<file path="src/rtl/qb_pkg.sv">
// Shared constants and types for the burst SRAM sequencer.
// Assumes timing is counted in ticks of a clock at twice the K rate.
package qb_pkg;
    localparam int BURST_LEN    = 4;   // words per command
    localparam int RD_LAT_TICKS = 5;   // command edge to first read word
    localparam int WR_LAT_TICKS = 2;   // command edge to first write capture

    typedef enum logic [1:0] {
        CMD_NONE = 2'd0,
        CMD_RD   = 2'd1,
        CMD_WR   = 2'd2
    } cmd_e;
endpackage

</file>
<file path="src/rtl/qb_cmd_gate.sv">
// Command gate: tracks the K phase inside the 2x tick clock and decides
// which strobes are honoured on each K edge (alternate-edge rule and
// read-wins-after-idle rule). Assumes reset aligns the phase to K.
module qb_cmd_gate
    import qb_pkg::*;
(
    input  logic clk,
    input  logic rst_n,
    input  logic rd_n,
    input  logic wr_n,
    output logic k_edge,
    output logic rd_acc,
    output logic wr_acc
);
    logic phase;
    cmd_e last_cmd;

    assign k_edge = ~phase;

    // Acceptance decision for the current edge.
    always_comb begin
        rd_acc = k_edge && !rd_n && (last_cmd != CMD_RD);
        wr_acc = k_edge && !wr_n && (last_cmd != CMD_WR)
                 && !((last_cmd == CMD_NONE) && !rd_n);
    end

    // Half-period phase: low during ticks that close on a K edge.
    always_ff @(posedge clk) begin
        if (!rst_n) phase <= 1'b0;
        else        phase <= ~phase;
    end

    // Remember what the latest K edge accepted.
    always_ff @(posedge clk) begin
        if (!rst_n)
            last_cmd <= CMD_NONE;
        else if (k_edge)
            last_cmd <= rd_acc ? CMD_RD : (wr_acc ? CMD_WR : CMD_NONE);
    end

    // commands are only taken on K edges
    a_r2_accept_on_kedge: assert property (@(posedge clk) disable iff (!rst_n)
        (rd_acc || wr_acc) |-> k_edge);

    // no read on the K edge after an accepted read
    a_r5_rd_spacing: assert property (@(posedge clk) disable iff (!rst_n)
        rd_acc |=> !rd_acc ##1 !rd_acc);

    // no write on the K edge after an accepted write
    a_r5_wr_spacing: assert property (@(posedge clk) disable iff (!rst_n)
        wr_acc |=> !wr_acc ##1 !wr_acc);

    // a single edge never takes both a read and a write
    a_r6_one_per_edge: assert property (@(posedge clk) disable iff (!rst_n)
        rd_acc |-> !wr_acc);
endmodule

</file>
<file path="src/rtl/qb_burst_seq.sv">
// Burst sequencer: delays an accepted command by LAT ticks, then issues
// four beats on consecutive ticks at consecutive addresses. Assumes
// pushes are at least BURST_LEN ticks apart (the K alternate-edge rule).
module qb_burst_seq
    import qb_pkg::*;
#(
    parameter int AW  = 4,
    parameter int LAT = 2
) (
    input  logic          clk,
    input  logic          rst_n,
    input  logic          push,
    input  logic [AW-1:0] push_addr,
    output logic          fire,
    output logic [AW-1:0] beat_addr,
    output logic          busy
);
    localparam int CW = $clog2(BURST_LEN);
    localparam logic [CW-1:0] LAST_REM = CW'(BURST_LEN - 1);

    logic [LAT-1:0] pv;
    logic [AW-1:0]  pa [LAT];
    logic [CW-1:0]  rem;
    logic [AW-1:0]  cur;
    logic           start;

    // Beat issue and address selection.
    always_comb begin
        start     = pv[LAT-1];
        fire      = start || (rem != '0);
        beat_addr = start ? pa[LAT-1] : cur;
        busy      = (|pv) || (rem != '0);
    end

    // Latency pipe: valid bits shift once per tick.
    always_ff @(posedge clk) begin
        if (!rst_n) pv <= '0;
        else        pv <= {pv[LAT-2:0], push};
    end

    // Latency pipe: first address stage.
    always_ff @(posedge clk) begin
        if (!rst_n) pa[0] <= '0;
        else        pa[0] <= push_addr;
    end

    for (genvar i = 1; i < LAT; i++) begin : g_stage
        // Latency pipe: later address stages.
        always_ff @(posedge clk) begin
            if (!rst_n) pa[i] <= '0;
            else        pa[i] <= pa[i-1];
        end
    end

    // Beat counter and address stepping inside a burst.
    always_ff @(posedge clk) begin
        if (!rst_n) begin
            rem <= '0;
            cur <= '0;
        end else if (start) begin
            rem <= LAST_REM;
            cur <= pa[LAT-1] + AW'(1);
        end else if (rem != '0) begin
            rem <= rem - CW'(1);
            cur <= cur + AW'(1);
        end
    end

    // a burst issues four consecutive beats
    a_r1_four_beats: assert property (@(posedge clk) disable iff (!rst_n)
        start |=> fire ##1 fire ##1 fire);

    // the second beat addresses the word after the base
    a_r1_addr_step: assert property (@(posedge clk) disable iff (!rst_n)
        start |=> (beat_addr == $past(beat_addr) + AW'(1)));
endmodule

</file>
<file path="src/rtl/qb_store.sv">
// Storage array with one write port and one registered read port.
// The read register holds zero whenever no read word is being driven.
// Assumes a write and a read never target the same word on one tick.
module qb_store #(
    parameter int AW = 4,
    parameter int DW = 16
) (
    input  logic          clk,
    input  logic          rst_n,
    input  logic          we,
    input  logic [AW-1:0] waddr,
    input  logic [DW-1:0] wdata,
    input  logic          re,
    input  logic [AW-1:0] raddr,
    output logic [DW-1:0] rdata_q,
    output logic          rvalid_q
);
    localparam int DEPTH = 1 << AW;

    logic [DW-1:0] mem [DEPTH];

    // Array write, one word per tick.
    always_ff @(posedge clk) begin
        if (we) mem[waddr] <= wdata;
    end

    // Read output register with enable flag.
    always_ff @(posedge clk) begin
        if (!rst_n || !re) begin
            rdata_q  <= '0;
            rvalid_q <= 1'b0;
        end else begin
            rdata_q  <= mem[raddr];
            rvalid_q <= 1'b1;
        end
    end

    // once driving starts, four words follow
    a_r4_oe_run: assert property (@(posedge clk) disable iff (!rst_n)
        $rose(rvalid_q) |=> rvalid_q ##1 rvalid_q ##1 rvalid_q);
endmodule

</file>
<file path="src/rtl/qdr_burst_sram.sv">
// Top: burst-of-four SRAM with separate read and write data ports.
// Runs on a 2x tick clock; reset aligns the internal K phase so that
// the first edge after reset is a K rising edge.
module qdr_burst_sram
    import qb_pkg::*;
#(
    parameter int AW = 4,
    parameter int DW = 16
) (
    input  logic          clk,
    input  logic          rst_n,
    input  logic          rd_n,
    input  logic          wr_n,
    input  logic [AW-1:0] addr,
    input  logic [DW-1:0] din,
    output logic [DW-1:0] dout,
    output logic          dout_oe,
    output logic          idle,
    output logic          k_edge_next
);
    logic          k_edge;
    logic          rd_acc;
    logic          wr_acc;
    logic          rd_fire;
    logic          wr_fire;
    logic [AW-1:0] rd_addr;
    logic [AW-1:0] wr_addr;
    logic          rd_busy;
    logic          wr_busy;

    qb_cmd_gate u_gate (
        .clk    (clk),
        .rst_n  (rst_n),
        .rd_n   (rd_n),
        .wr_n   (wr_n),
        .k_edge (k_edge),
        .rd_acc (rd_acc),
        .wr_acc (wr_acc)
    );

    qb_burst_seq #(.AW(AW), .LAT(RD_LAT_TICKS)) u_rd_seq (
        .clk       (clk),
        .rst_n     (rst_n),
        .push      (rd_acc),
        .push_addr (addr),
        .fire      (rd_fire),
        .beat_addr (rd_addr),
        .busy      (rd_busy)
    );

    qb_burst_seq #(.AW(AW), .LAT(WR_LAT_TICKS)) u_wr_seq (
        .clk       (clk),
        .rst_n     (rst_n),
        .push      (wr_acc),
        .push_addr (addr),
        .fire      (wr_fire),
        .beat_addr (wr_addr),
        .busy      (wr_busy)
    );

    qb_store #(.AW(AW), .DW(DW)) u_store (
        .clk      (clk),
        .rst_n    (rst_n),
        .we       (wr_fire),
        .waddr    (wr_addr),
        .wdata    (din),
        .re       (rd_fire),
        .raddr    (rd_addr),
        .rdata_q  (dout),
        .rvalid_q (dout_oe)
    );

    // Outward flags.
    assign idle        = !rd_busy && !wr_busy;
    assign k_edge_next = k_edge;

    // idle only drops on the edge after a command is accepted
    a_r8_idle_falls: assert property (@(posedge clk) disable iff (!rst_n)
        $fell(idle) |-> $past(rd_acc || wr_acc));
endmodule

</file>
<file path="config.mk">
export PLATFORM = sky130hd
export DESIGN_NAME = qdr_burst_sram
export DESIGN_NICKNAME = d
export VERILOG_FILES = /design/src/rtl/qb_pkg.sv /design/src/rtl/qb_cmd_gate.sv /design/src/rtl/qb_burst_seq.sv /design/src/rtl/qb_store.sv /design/src/rtl/qdr_burst_sram.sv
export SDC_FILE = /design/constraint.sdc
export NUM_CORES = 1
export LEC_CHECK = 0
export ABC_AREA = 1
export BUFFER_PORTS_ARGS = -buffer_cell sky130_fd_sc_hd__clkbuf_2
export CAP_MARGIN = 20
export CORE_MARGIN = 8
export CORE_UTILIZATION = 55
export CTS_BUF_LIST = sky130_fd_sc_hd__clkbuf_4
export DETAILED_ROUTE_END_ITERATION = 12
export GPL_TIMING_DRIVEN = 0
export PLACE_DENSITY = 0.78
export SLEW_MARGIN = 0
export SYNTH_ARGS = -nofsm -noshare
export SYNTH_HDL_FRONTEND = slang
export SYNTH_HIERARCHICAL = 1
export SYNTH_SLANG_ARGS = --single-unit
export TNS_END_PERCENT = 1
</file>
<file path="constraint.sdc">
create_clock -name clk -period 2.2 [get_ports clk]
set_clock_uncertainty 0.05 [all_clocks]
set_input_delay 0.44 -clock clk [delete_from_list [all_inputs] [get_ports clk]]
set_output_delay 0.44 -clock clk [all_outputs]
set_load 0.02 [all_outputs]
</file>
==> qor.csv <==
metric,value,unit
yosys_register_bits,323,
clkLatencyLatePin,0.70,ns
layout_common_cells,"nand2_1 (452), edfxtp_1 (256), inv_1 (189), nand3_1 (169), clkbuf_4 (118)",
slew_viol_final,0,
root_buffer,clkbuf_4,
pwr-share-comb,0.327,
placed_area,0.0140,mm^2
grt-ovfl-total,0,
detail-route-antenna-nets,0,
worstSetupPathType,register to output pin,
grt_pass1_vias,9806,
worstPathArrival,1.83,ns
synth.distinct_cells,28,
viasPerCell,5.35,
clockBufferDepth,3,
clkPwrFrac,0.260,
finalWeightedCongestion,0.872,
grt_max_degree,17,
groute.usage.overall,0.236,
min_period,2.32,ns
hpwlAfterDp,21900,um
clkSinkCount,323,
ys_seq_area_frac,0.688,
syn_inst,1288,
grt_antenna_before_repair,1,
fin_ws,-0.120,ns
rsz0062_at_grt,true,
final_nets,1465,
totalPowerFinal,17.6,mW
hold_path.class,primary input to register,
stdcell_area,0.0152,mm^2
reg2regPathDepth,7,
io_pins,43,
internal_power,11.1,mW
grt_pass1_wl,51700,um
hold_depth,1,
area_delta_synth_final,15.8,%
fp.dieW,170,um
syn_area,0.0131,mm^2
yosys_warnings,6,
drt_wl_total,33600,um
finalSetupViolCount,1,
p_leak,6.73,nW
final_common_cell,nand2_1,
avgSynthCellArea,10.2,um^2
fp.coreArea,0.0235,mm^2
syn_nets,1316,
synth_edf_count,256,
violations,negative setup slack,
cp.required,1.71,ns
portBuffers,42,
power.switching,6.48,mW
crit_path_end_kind,output pin,
p_per_area,1160,mW/mm^2
hold_viol,0,
tns,-0.120,ns
cap_violations,0,
relSlewSlack,0.582,
status,"finished, violations left",
pwr-share-seq,0.413,
numCtsBuffers,78,
start_kind,register,
utilization,0.647,
first_pass_iters,7,
fmax,431,MHz
fin_crit_sh,1.05,
drt_iter0_drc,942,
synthFlopType,edfxtp_1,
layout-drive-gt1-share,0.187,
holdWs,0.115,ns
cts_max_level,3,
path_max_fanout,5,
vias,9711,
die-height,170,um
initial_utilization,0.559,
switching_share,0.368,
drc,0,
die_area,0.0291,mm^2
cts_tree,yes,
irDropWorstVdd,0.000718,V
wl_per_cell,18.5,um
tightest_slew,0.627,ns
async_flop_share,0,
path_clk_slew,0.07,ns
rows,56,
## state kept, by name, summed over array words and instances, names as in the netlist
signal / cells
u_wr_seq/cur: 4
u_store/mem: 256
u_gate/phase: 1
u_gate/last_cmd: 2
u_wr_seq/pa: 8
u_wr_seq/rem: 2
u_rd_seq/rem: 2
u_store/rdata_q: 16
u_store/rvalid_q: 1
u_rd_seq/cur: 4
u_rd_seq/pv: 5
u_rd_seq/pa: 20
u_wr_seq/pv: 2
## logic make-up after synthesis
kind of cell    count (synthesis)  share of synthesized area
compound gates                 37                     0.0150
fa+ha+maj                       4                    0.00381
buf+inv                       255                     0.0801
flops                         323                      0.688
simple gates                  669                      0.213
## critical path, cell delays in order, from the launching register on
cell and delay (ns):
dfxtp_2 0.33, inv_2 0.07, ha_4 0.15, nand2_4 0.07, or2_4 0.27, nor2_4 0.12
buf_8 0.11
## stage by stage
| stage | instances | setup WS [ns] |
|---|---|---|
| 2_1_floorplan | 1288 | 0.129 |
| 3_3_place_gp | 1649 | -0.635 |
| 3_5_place_dp | 1662 | -0.192 |
| 4_1_cts | 1810 | -0.216 |
| 5_1_grt | 1814 | -0.214 |
| 6_report | 1814 | -0.120 |
## final cells by class
class | count | area, um^2
flip-flops and latches | 323 | 9030
fillers | 1763 | 8280
multi-input cells | 710 | 3150
clock buffers | 107 | 803
inverters | 198 | 749
repair buffers | 70 | 581
well taps | 319 | 399
plain buffers | 56 | 338
clock inverters | 30 | 139
diodes | 1 | 2.50
## routing by layer
metal,vias to the layer above,GRT usage,share of wire
met3,108,0.0473,0.12
met4,0,0.134,0.047
met2,611,0.393,0.48
met5,-,0,0
met1,4494,0.283,0.36
li1,4498,-,-
## timing repair
| action | in CTS | in global routing |
|---|---|---|
| pin swaps | 2 | 4 |
| setup buffers | 5 | 4 |
| setup endpoints to repair | 70 | 126 |
| endpoints found under the hold margin | 10 | 0 |
| hold buffers | 6 | 0 |
| resized for setup | 20 | 33 |
| gates cloned | 0 | 0 |
## power by group through the flow
stage	logic, mW	registers [mW]	clock network [mW]
global route	6.21	7.32	4.97
floorplan	3.30	7.51	0
finish	5.77	7.29	4.57
global placement	5.03	7.40	0
detailed placement	5.32	7.41	0
CTS	5.54	7.28	4.67
## final timing paths
path	start	end	slack [ns]
worst max register to register	u_wr_seq/pv[1]$_SDFF_PN0_	u_store/mem[5][5]$_DFFE_PP_	0.05
worst min-delay path	din[15]	u_store/mem[0][15]$_DFFE_PP_	0.12
worst max-delay path	u_wr_seq/rem[0]$_SDFFE_PN0P_	idle	-0.12
worst min register to register	u_rd_seq/pa[1][1]$_SDFF_PN0_	u_rd_seq/pa[2][1]$_SDFF_PN0_	0.36
## Yosys cell counts (5+ instances only)
cell type	number	area, um^2
a21oi_1	22	110
buf_2	27	135
buf_4	8	60.1
clkbuf_1	15	56.3
dfxtp_1	67	1340
edfxtp_1	256	7690
inv_1	193	724
inv_2	5	18.8
nand2_1	454	1700
nand2_2	11	68.8
nand3_1	169	846
nor2_1	23	86.3
o21ai_0	9	45.0
(Power assumes the default switching activity.)
